<file path="config.mk">
export PLATFORM = sky130hd
export DESIGN_NAME = early_target_check
export DESIGN_NICKNAME = d
export VERILOG_FILES = /design/src/rtl/ebc_pkg.sv /design/src/rtl/ebc_slot_eval.sv /design/src/rtl/ebc_first_pick.sv /design/src/rtl/ebc_kill_mask.sv /design/src/rtl/early_target_check.sv
export SDC_FILE = /design/constraint.sdc
export NUM_CORES = 1
export LEC_CHECK = 0
export BUFFER_PORTS_ARGS = -buffer_cell sky130_fd_sc_hd__buf_2
export CAP_MARGIN = 20
export CORE_ASPECT_RATIO = 0.9
export CORE_MARGIN = 2
export CORE_UTILIZATION = 40
export DETAILED_ROUTE_END_ITERATION = 10
export GPL_TIMING_DRIVEN = 0
export PLACE_DENSITY = 0.72
export REMOVE_ABC_BUFFERS = 1
export SYNTH_ARGS = -nofsm -noshare
export SYNTH_HDL_FRONTEND = slang
export SYNTH_SLANG_ARGS = --single-unit
</file>
<file path="constraint.sdc">
create_clock -name clk -period 2 [get_ports clk]
set_clock_uncertainty 0.1 [all_clocks]
set_input_delay 0.3 -clock clk [delete_from_list [all_inputs] [get_ports clk]]
set_output_delay 0.3 -clock clk [all_outputs]
set_load 0.005 [all_outputs]
</file>
<file path="src/rtl/ebc_pkg.sv">
package ebc_pkg;
  // Why a slot stops the group
  typedef enum logic [1:0] {
    CAUSE_NONE     = 2'd0,
    CAUSE_NOT_CTRL = 2'd1,
    CAUSE_TARGET   = 2'd2
  } cause_e;
endpackage

</file>
<file path="src/rtl/ebc_slot_eval.sv">
module ebc_slot_eval
  import ebc_pkg::*;
#(
  parameter int PC_W = 16
) (
  input  logic            live,
  input  logic            pred_taken,
  input  logic            is_ctrl,
  input  logic            is_direct,
  input  logic            is_uncond,
  input  logic [PC_W-1:0] pred_tgt,
  input  logic [PC_W-1:0] calc_tgt,
  output cause_e          cause,
  output logic            resolves
);
  function automatic logic target_differs(input logic [PC_W-1:0] a, input logic [PC_W-1:0] b);
    return a != b;
  endfunction

  always_comb begin
    resolves = live & is_ctrl & is_direct & is_uncond;
    cause    = CAUSE_NONE;
    if (live && pred_taken && !is_ctrl)
      cause = CAUSE_NOT_CTRL;
    else if (resolves && target_differs(calc_tgt, pred_tgt))
      cause = CAUSE_TARGET;
  end
endmodule

</file>
<file path="src/rtl/ebc_first_pick.sv">
module ebc_first_pick #(
  parameter int W = 4
) (
  input  logic [W-1:0] bad,
  output logic [W-1:0] first_oh,
  output logic [W-1:0] upto,
  output logic         any_bad
);
  always_comb begin
    logic seen;
    seen = 1'b0;
    for (int i = 0; i < W; i++) begin
      upto[i]     = !seen;
      first_oh[i] = bad[i] & !seen;
      seen        = seen | bad[i];
    end
    any_bad = seen;
  end
endmodule

</file>
<file path="src/rtl/ebc_kill_mask.sv">
module ebc_kill_mask #(
  parameter int W     = 4,
  parameter int SEQ_W = 8,
  parameter int TID_W = 1
) (
  input  logic [W-1:0]       live,
  input  logic [W-1:0]       after,
  input  logic [W*SEQ_W-1:0] seqs,
  input  logic [W*TID_W-1:0] tids,
  input  logic [SEQ_W-1:0]   off_seq,
  input  logic [TID_W-1:0]   off_tid,
  output logic [W-1:0]       kill
);
  // a is newer than b when the modular distance is positive and under half range
  function automatic logic seq_newer(input logic [SEQ_W-1:0] a, input logic [SEQ_W-1:0] b);
    logic [SEQ_W-1:0] d;
    d = a - b;
    return (d != '0) && !d[SEQ_W-1];
  endfunction

  always_comb begin
    for (int i = 0; i < W; i++) begin
      kill[i] = live[i] & after[i]
              & (tids[i*TID_W +: TID_W] == off_tid)
              & seq_newer(seqs[i*SEQ_W +: SEQ_W], off_seq);
    end
  end
endmodule

</file>
<file path="src/rtl/early_target_check.sv">
module early_target_check
  import ebc_pkg::*;
#(
  parameter int W     = 4,
  parameter int SEQ_W = 8,
  parameter int PC_W  = 16,
  parameter int TID_W = 1,
  parameter int CNT_W = 8
) (
  input  logic               clk,
  input  logic               rst_n,
  input  logic [W-1:0]       in_valid,
  input  logic [W-1:0]       in_squashed,
  input  logic [W*TID_W-1:0] in_tid,
  input  logic [W*SEQ_W-1:0] in_seq,
  input  logic [W-1:0]       in_pred_taken,
  input  logic [W*PC_W-1:0]  in_pred_tgt,
  input  logic [W-1:0]       in_is_ctrl,
  input  logic [W-1:0]       in_is_direct,
  input  logic [W-1:0]       in_is_uncond,
  input  logic [W*PC_W-1:0]  in_calc_tgt,
  output logic [W-1:0]       out_emit,
  output logic [W-1:0]       out_kill,
  output logic [W*PC_W-1:0]  out_pred_tgt,
  output logic               redir_valid,
  output logic [TID_W-1:0]   redir_tid,
  output logic [SEQ_W-1:0]   redir_seq,
  output logic [PC_W-1:0]    redir_pc,
  output logic               redir_taken,
  output logic               redir_ctrl_err,
  output logic [CNT_W-1:0]   cnt_resolved,
  output logic [CNT_W-1:0]   cnt_mispred,
  output logic [CNT_W-1:0]   cnt_ctrl_err
);
  localparam int CW = $clog2(W + 1);

  logic [W-1:0]        live, resolves, bad, first_oh, upto, after, kill_n, emit_n;
  cause_e              cause [W];
  logic [SEQ_W-1:0]    off_seq;
  logic [TID_W-1:0]    off_tid;
  logic [PC_W-1:0]     off_pc;
  cause_e              off_cause;
  logic                any_bad;
  logic [W*PC_W-1:0]   ptgt_n;

  function automatic logic [CW-1:0] count_set(input logic [W-1:0] m);
    logic [CW-1:0] n;
    n = '0;
    for (int i = 0; i < W; i++) n = n + CW'(m[i]);
    return n;
  endfunction

  assign live = in_valid & ~in_squashed;

  generate
    for (genvar g = 0; g < W; g++) begin : g_slot
      ebc_slot_eval #(.PC_W(PC_W)) u_eval (
        .live      (live[g]),
        .pred_taken(in_pred_taken[g]),
        .is_ctrl   (in_is_ctrl[g]),
        .is_direct (in_is_direct[g]),
        .is_uncond (in_is_uncond[g]),
        .pred_tgt  (in_pred_tgt[g*PC_W +: PC_W]),
        .calc_tgt  (in_calc_tgt[g*PC_W +: PC_W]),
        .cause     (cause[g]),
        .resolves  (resolves[g])
      );
      assign bad[g] = (cause[g] != CAUSE_NONE);
    end
  endgenerate

  ebc_first_pick #(.W(W)) u_pick (
    .bad     (bad),
    .first_oh(first_oh),
    .upto    (upto),
    .any_bad (any_bad)
  );

  assign emit_n = live & upto;
  assign after  = ~upto;

  always_comb begin
    off_seq   = '0;
    off_tid   = '0;
    off_pc    = '0;
    off_cause = CAUSE_NONE;
    for (int i = 0; i < W; i++) begin
      if (first_oh[i]) begin
        off_seq   = in_seq[i*SEQ_W +: SEQ_W];
        off_tid   = in_tid[i*TID_W +: TID_W];
        off_pc    = in_calc_tgt[i*PC_W +: PC_W];
        off_cause = cause[i];
      end
    end
  end

  ebc_kill_mask #(.W(W), .SEQ_W(SEQ_W), .TID_W(TID_W)) u_kill (
    .live   (live),
    .after  (after),
    .seqs   (in_seq),
    .tids   (in_tid),
    .off_seq(off_seq),
    .off_tid(off_tid),
    .kill   (kill_n)
  );

  always_comb begin
    for (int i = 0; i < W; i++) begin
      ptgt_n[i*PC_W +: PC_W] = (emit_n[i] && cause[i] == CAUSE_TARGET)
                             ? in_calc_tgt[i*PC_W +: PC_W]
                             : in_pred_tgt[i*PC_W +: PC_W];
    end
  end

  always_ff @(posedge clk or negedge rst_n) begin
    if (!rst_n) begin
      out_emit       <= '0;
      out_kill       <= '0;
      out_pred_tgt   <= '0;
      redir_valid    <= 1'b0;
      redir_tid      <= '0;
      redir_seq      <= '0;
      redir_pc       <= '0;
      redir_taken    <= 1'b0;
      redir_ctrl_err <= 1'b0;
      cnt_resolved   <= '0;
      cnt_mispred    <= '0;
      cnt_ctrl_err   <= '0;
    end else begin
      out_emit       <= emit_n;
      out_kill       <= kill_n;
      out_pred_tgt   <= ptgt_n;
      redir_valid    <= any_bad;
      redir_tid      <= off_tid;
      redir_seq      <= off_seq;
      redir_pc       <= off_pc;
      redir_taken    <= (off_cause == CAUSE_TARGET);
      redir_ctrl_err <= (off_cause == CAUSE_NOT_CTRL);
      cnt_resolved   <= cnt_resolved + CNT_W'(count_set(resolves & emit_n));
      cnt_mispred    <= cnt_mispred + CNT_W'(off_cause == CAUSE_TARGET);
      cnt_ctrl_err   <= cnt_ctrl_err + CNT_W'(off_cause == CAUSE_NOT_CTRL);
    end
  end

  AST_EMIT_KILL_APART: assert property (@(posedge clk) disable iff (!rst_n)
    (out_emit & out_kill) == '0);
  AST_KILL_NEEDS_REDIR: assert property (@(posedge clk) disable iff (!rst_n)
    (|out_kill) |-> redir_valid);
  AST_REDIR_HAS_EMIT: assert property (@(posedge clk) disable iff (!rst_n)
    redir_valid |-> (|out_emit));
  AST_PICK_ONEHOT: assert property (@(posedge clk) disable iff (!rst_n)
    $onehot0(first_oh));
  AST_MISPRED_STEP: assert property (@(posedge clk) disable iff (!rst_n)
    (redir_valid && redir_taken) |-> cnt_mispred == CNT_W'($past(cnt_mispred) + 1'b1));
  AST_CTRL_ERR_STEP: assert property (@(posedge clk) disable iff (!rst_n)
    (redir_valid && redir_ctrl_err) |-> cnt_ctrl_err == CNT_W'($past(cnt_ctrl_err) + 1'b1));
endmodule

</file>
==> results.py, run 1 <==
metrics = {
    "synth": {
        "synth_cell_type_count": 62,
        "async_reset_ff_share_pct": 100,
        "synth_seq_area_share_pct": 44.1,
        "syn_avg_cell_area_um2": 11.5,
        "ys_ff_latch": 123,
        "ys.flop_type": "dfrtp_1",
        "synth_edf_count": 0,
        "synth_cells": 608,
        "yosys_warnings": 0,
        "synth_area_mm2": 0.00698,
    },
    "timing": {
        "grt_setup_unrepaired": "true",
        "finalCritPeriodShare_pct": 183,
        "max_freq_mhz": 273,
        "holdWs_ns": 0.0130,
        "period_minus_slack_ns": 3.67,
        "finalSetupViolCount": 93,
        "timing.final.max_slew_violations": 0,
        "setup_slack_ns": -1.67,
        "slew_headroom_pct": 43.9,
        "tightest_slew_ns": 0.841,
        "hold_violations": 0,
    },
    "global_route": {
        "gr-total-overflow": 0,
        "grt_pass1_vias": 6744,
        "grt_start_max_net_pins": 84,
        "grt.total_usage_pct": 27.8,
        "antenna_found_initial": 0,
        "grt_pass1_wl_mm": 37.8,
    },
    "layout": {
        "fillers": 1296,
        "final_nets": 1239,
        "drive_above_1_share_pct": 61.2,
        "mostFrequentLayoutCells": "buf_2, dfrtp_1, mux2_2, buf_4, buf_6",
        "diodes": 0,
        "layout_commonest_cell": "buf_2",
        "syn_to_final_growth_pct": 63.4,
    },
    "floorplan": {
        "dieArea_mm2": 0.0185,
        "start_util_pct": 41.1,
        "io_pins": 314,
        "core_mm2": 0.0170,
        "die_y_um": 129,
        "placementRows": 45,
        "die_w_um": 143,
    },
    "clock_network": {
        "clock_path_buffers": 2,
        "cts_buffers": 17,
        "insertion_delay_ns": 0.42,
        "path_clk_slew_ns": 0.06,
        "root_buffer": "clkbuf_16",
        "cts_sinks": 123,
        "htreeDepth": 4,
        "cts_tree": "yes",
    },
    "setup_path": {
        "crit_path_max_fanout": 6,
        "max_stage_delay_ns": 0.43,
        "reg2reg_slack_ns": -0.28,
        "startpoint_type": "input pin",
        "crit_arrival_ns": 3.89,
        "cp-end-kind": "register",
        "path_cells": "buf_8 -> xnor2_4 -> nand4_1 -> nor4_4 -> o21ai_4 -> buf_12 -> nor4b_4 -> buf_6 -> buf_6 -> a221oi_4 -> ha_1 -> o21ai_2 -> a21boi_2 -> o21ai_2 -> a21oi_2 -> a211oi_2 -> xnor3_1 -> nor4b_2",
        "cp_slowest_cell": "nor4_4",
        "worst_ep_required_time_ns": 2.22,
        "path_class": "in2reg",
    },
    "min_path": {
        "hold_class": "in2reg",
    },
    "power": {
        "p_leak_nw": 5.50,
        "power_w": 0.00827,
        "peakVddDrop_mv": 0.635,
        "power_density_mw_per_mm2": 725,
    },
    "placed_design": {
        "place_hpwl_mm": 18.1,
        "gp_congestion": 0.855,
        "portBuffers": 312,
        "dp_slack_ns": -3.29,
    },
    "routing": {
        "antenna_left": 0,
        "drtIter0Drc": 292,
        "firstDrtPassIters": 4,
        "wire_per_inst_um": 21.3,
        "vias": 6678,
        "drc": 0,
        "routed_wl_mm": 27.0,
        "drt-vias-per-instance": 5.28,
    },
    "status": {
        "status": "finished with violations",
        "violations": "setup timing",
    },
    "run": {
        "max_cap_violations": 0,
    },
}
state kept, by name, summed over array words and instances, names as in the netlist:
register	flops
redir_seq	8
cnt_resolved	8
redir_ctrl_err	1
redir_valid	1
out_kill	3
redir_taken	1
redir_tid	1
cnt_ctrl_err	8
out_emit	4
cnt_mispred	8
redir_pc	16
out_pred_tgt	64
report_power, final:
group          switching, W  leakage, nW  total [W]  internal [W]
clock               0.00133        0.284    0.00308       0.00175
sequential         0.000249         1.52    0.00301       0.00276
combinational       0.00105         3.70    0.00219       0.00114
total               0.00262         5.50    0.00827       0.00565
path summary, 6_finish.rpt:
path                                      startpoint                          to  cells after the start
max in group asynchronous                      rst_n  out_pred_tgt[47]$_DFF_PN0_                      3
min reg2reg                cnt_ctrl_err[7]$_DFF_PN0_   cnt_ctrl_err[7]$_DFF_PN0_                      1
min in group asynchronous                      rst_n   cnt_resolved[7]$_DFF_PN0_                      2
max                                  in_calc_tgt[28]       out_kill[2]$_DFF_PN0_                     18
min                                  in_pred_tgt[10]  out_pred_tgt[10]$_DFF_PN0_                      2
max reg2reg                cnt_resolved[0]$_DFF_PN0_   cnt_resolved[6]$_DFF_PN0_                      9
synth_stat cells, types with 13 or more instances:
| master | count | area [um^2] |
|---|---|---|
| a22oi_1 | 40 | 300 |
| o21ai_0 | 27 | 135 |
| nand2_1 | 15 | 56.3 |
| a21oi_1 | 13 | 65.1 |
| xnor2_1 | 63 | 552 |
| nor2_1 | 27 | 101 |
| dfrtp_1 | 123 | 3080 |
| inv_1 | 25 | 93.8 |
| mux2_2 | 55 | 619 |
| ha_1 | 26 | 325 |
| nand4_1 | 19 | 119 |
| xor2_1 | 28 | 245 |
routing by layer:
layer | wire length [um] | GRT usage, % | up-vias
met5 | 0 | 0 | -
met4 | 884 | 11.3 | 0
met3 | 1890 | 6.47 | 51
met2 | 13800 | 49.4 | 292
met1 | 10400 | 32.4 | 3284
li1 | - | - | 3051
layout make-up:
type                            instances  area [um^2]  share of cell area [%]
Clock buffer                           17          425                    3.73
Tap cell                              235          294                    2.58
Timing Repair Buffer                  409         2810                    24.6
Inverter                               25         93.8                   0.823
Multi-Input combinational cell        441         4560                    39.9
Clock inverter                         15          154                    1.35
Sequential cell                       123         3080                    27.0
per-stage QoR:
stage / cell area [um^2] / utilization [%] / setup TNS [ns] / instances
global placement: 8740 / 51.4 / -445.51 / 1134
global route: 11400 / 67.1 / -63.47 / 1265
detailed placement: 8890 / 52.3 / -168.64 / 1142
floorplan: 6880 / - / -136.25 / 587
CTS: 10800 / 63.8 / -43.18 / 1244
finish: 11400 / 67.1 / -52.01 / 1265
critical path, delay by kind of cell:
| family | cells | cell delay [ns] |
|---|---|---|
| AOI/OAI and AO/OA | 7 | 0.92 |
| xor gates and xnor gates | 2 | 0.44 |
| adders and majority gates | 1 | 0.37 |
| buffers and inverters | 4 | 0.58 |
| and+or+nand+nor | 4 | 1.26 |
repair_timing:
action                     in CTS  in global routing
buffers inserted               71                 24
hold buffers                    5                  0
cloned                          6                  1
hold endpoints to repair       44                  0
setup endpoints to repair     105                103
pin swaps                      71                 49
gates resized for setup       160                 81
cells by family after synthesis:
kind of cell | synth area share (%)
fa+ha+maj | 6.38
xor+xnor | 12.1
mux | 10.9
other cells | 0.0537
simple gates | 10.4
compound gates | 13.4
flops | 44.1
buf+inv | 2.76
Power figures use the tool's default switching activity.
==> inputs of run 2 (changes only) <==
Settings changed: ABC_CLOCK_PERIOD_IN_PS set to 2000, BUFFER_PORTS_ARGS -buffer_cell sky130_fd_sc_hd__buf_2 to -buffer_cell sky130_fd_sc_hd__buf_4, HOLD_SLACK_MARGIN set to 0.08.
==> results.py, run 2 (synthesis results as in run 1) <==
metrics = {
    "power": {
        "p_int_w": 0.00610,
        "peakVddDrop_mv": 0.588,
        "switchingPower_w": 0.00281,
        "power_density_mw_per_mm2": 677,
        "p_leak_nw": 6.10,
        "share_comb_of_total_power_pct": 29.5,
        "p_clk_share_pct": 36.7,
        "p_sw_share_pct": 31.5,
        "power_frac_seq_pct": 33.7,
    },
    "floorplan": {
        "core_mm2": 0.0170,
        "dieArea_mm2": 0.0185,
        "start_util_pct": 41.1,
        "io_pins": 314,
        "die_w_um": 143,
        "die_y_um": 129,
        "placementRows": 45,
    },
    "global_route": {
        "grt_pass1_vias": 7755,
        "gr-total-overflow": 0,
        "antenna_found_initial": 1,
        "grt_pass1_wl_mm": 44.8,
        "grt.total_usage_pct": 32.5,
        "grt_start_max_net_pins": 81,
    },
    "timing": {
        "timing.final.max_slew_violations": 0,
        "finalSetupViolCount": 103,
        "grt_setup_unrepaired": "true",
        "period_minus_slack_ns": 3.84,
        "finalCritPeriodShare_pct": 192,
        "max_freq_mhz": 261,
        "holdWs_ns": 0.0920,
        "setup_slack_ns": -1.84,
        "tightest_slew_ns": 1.00,
        "slew_headroom_pct": 33.3,
        "hold_violations": 0,
    },
    "routing": {
        "antenna_left": 0,
        "drtIter0Drc": 489,
        "drt-vias-per-instance": 5.58,
        "wire_per_inst_um": 24.9,
        "drc": 0,
        "routed_wl_mm": 34.4,
        "firstDrtPassIters": 5,
        "vias": 7708,
    },
    "setup_path": {
        "worst_ep_required_time_ns": 2.22,
        "crit_arrival_ns": 4.05,
        "cpMostUsedCell": "buf_4",
        "worst-r2r-cell-count": 9,
        "critical_path.top_delay_family": "simple AND/OR/NAND/NOR gates",
        "cp_slowest_cell": "xnor2_1",
        "cp.depth": 17,
        "path_class": "in2reg",
        "crit_path_max_fanout": 9,
        "startpoint_type": "input pin",
        "cp-end-kind": "register",
        "critical_path_buf_inv_count": 4,
        "max_stage_delay_ns": 0.39,
        "path_cells": "buf_4 -> xnor2_1 -> nand4_1 -> nor4_4 -> o31ai_2 -> nor4b_4 -> buf_6 -> buf_8 -> a221oi_4 -> buf_4 -> ha_1 -> a21boi_2 -> o21ai_2 -> a21oi_1 -> a211oi_2 -> xnor3_1 -> nor4b_2",
    },
    "clock_network": {
        "clock_path_buffers": 2,
        "path_clk_slew_ns": 0.07,
        "htreeDepth": 4,
        "root_buffer": "clkbuf_16",
        "cts_sinks": 123,
        "cts_tree": "yes",
        "insertion_delay_ns": 0.42,
        "cts_buffers": 17,
    },
    "layout": {
        "reg_top3": "out_pred_tgt: 64 flops, redir_pc: 16 flops",
        "largest_reg_flops": 64,
        "top_register": "out_pred_tgt",
        "syn_to_final_growth_pct": 88.3,
        "mostFrequentLayoutCells": "buf_4, dlygate4sd3_1, dfrtp_1, mux2_2, xnor2_1",
        "drive_above_1_share_pct": 53.0,
        "layout_commonest_cell": "buf_4",
        "final_nets": 1355,
        "finalInstanceArea_mm2": 0.0131,
        "fillers": 1017,
        "postLayoutCoreUtil_pct": 77.3,
    },
    "placed_design": {
        "portBuffers": 312,
        "gp_congestion": 0.843,
        "post_dp_cell_area_mm2": 0.00968,
        "place_hpwl_mm": 19.0,
    },
    "status": {
        "violations": "setup timing",
        "status": "finished with violations",
    },
    "min_path": {
        "min_delay_path_depth": 3,
        "hold_class": "in2reg",
    },
    "run": {
        "max_cap_violations": 0,
    },
}
-- run 2: layout make-up --
type                            count  area (um^2)  share of cell area [%]
Clock inverter                     15          179                    1.36
Timing Repair Buffer              525         4590                    34.9
Clock buffer                       17          425                    3.24
Antenna cell                        1         2.50                  0.0190
Multi-Input combinational cell    441         4480                    34.1
Inverter                           25         93.8                   0.714
Sequential cell                   123         3080                    23.4
Tap cell                          235          294                    2.24
-- run 2: power by group through the flow --
stage	Clock [W]	Combinational (W)	Sequential, W
2_1_floorplan	0	0.000756	0.00300
3_3_place_gp	0	0.00183	0.00300
3_5_place_dp	0	0.00188	0.00300
4_1_cts	0.00325	0.00229	0.00296
5_1_grt	0.00341	0.00279	0.00302
6_report	0.00327	0.00263	0.00300
-- run 2: what timing repair did --
action,4_1_cts,5_1_grt
setup endpoints to repair,105,104
pin swaps,50,59
hold endpoints to repair,131,1
hold buffers,143,1
resized for setup,83,106
cloned,3,2
buffers inserted,36,23
-- run 2: stage by stage --
stage                     std cells  worst slack (ns)  power, W  TNS, ns
after global placement         1134             -5.02   0.00482  -300.22
final                          1382             -1.84   0.00890   -60.28
after detailed placement       1142             -3.25   0.00489  -161.78
after floorplan                 587             -2.99   0.00376  -136.25
after global routing           1381             -1.99   0.00922   -64.30
after CTS                      1356             -1.64   0.00849   -42.14
-- run 2: path summary, 6_finish.rpt --
| kind | start | end | slack, ns |
|---|---|---|---|
| hold reg to reg | cnt_ctrl_err[7]$_DFF_PN0_ | cnt_ctrl_err[7]$_DFF_PN0_ | 0.37 |
| hold / removal | in_calc_tgt[9] | redir_pc[9]$_DFF_PN0_ | 0.09 |
| max in group asynchronous | rst_n | out_pred_tgt[29]$_DFF_PN0_ | 0.76 |
| setup / recovery | in_pred_tgt[50] | out_kill[2]$_DFF_PN0_ | -1.84 |
| min in group asynchronous | rst_n | redir_tid$_DFF_PN0_ | 0.28 |
| setup reg to reg | cnt_resolved[0]$_DFF_PN0_ | cnt_resolved[6]$_DFF_PN0_ | -0.25 |
-- run 2: worst min-delay path, delay by kind of cell --
family / cells / cell delay (ns)
compound gates: 2 / 0.15
buf+inv: 1 / 0.12
-- run 2: routing by layer --
layer / routed length (um) / GRT usage, % / vias up
li1: - / - / 3283
met1: 12300 / 36.9 / 3783
met2: 16800 / 57.2 / 503
met3: 3210 / 8.09 / 137
met4: 2070 / 16.3 / 2
met5: 13 / 0 / -
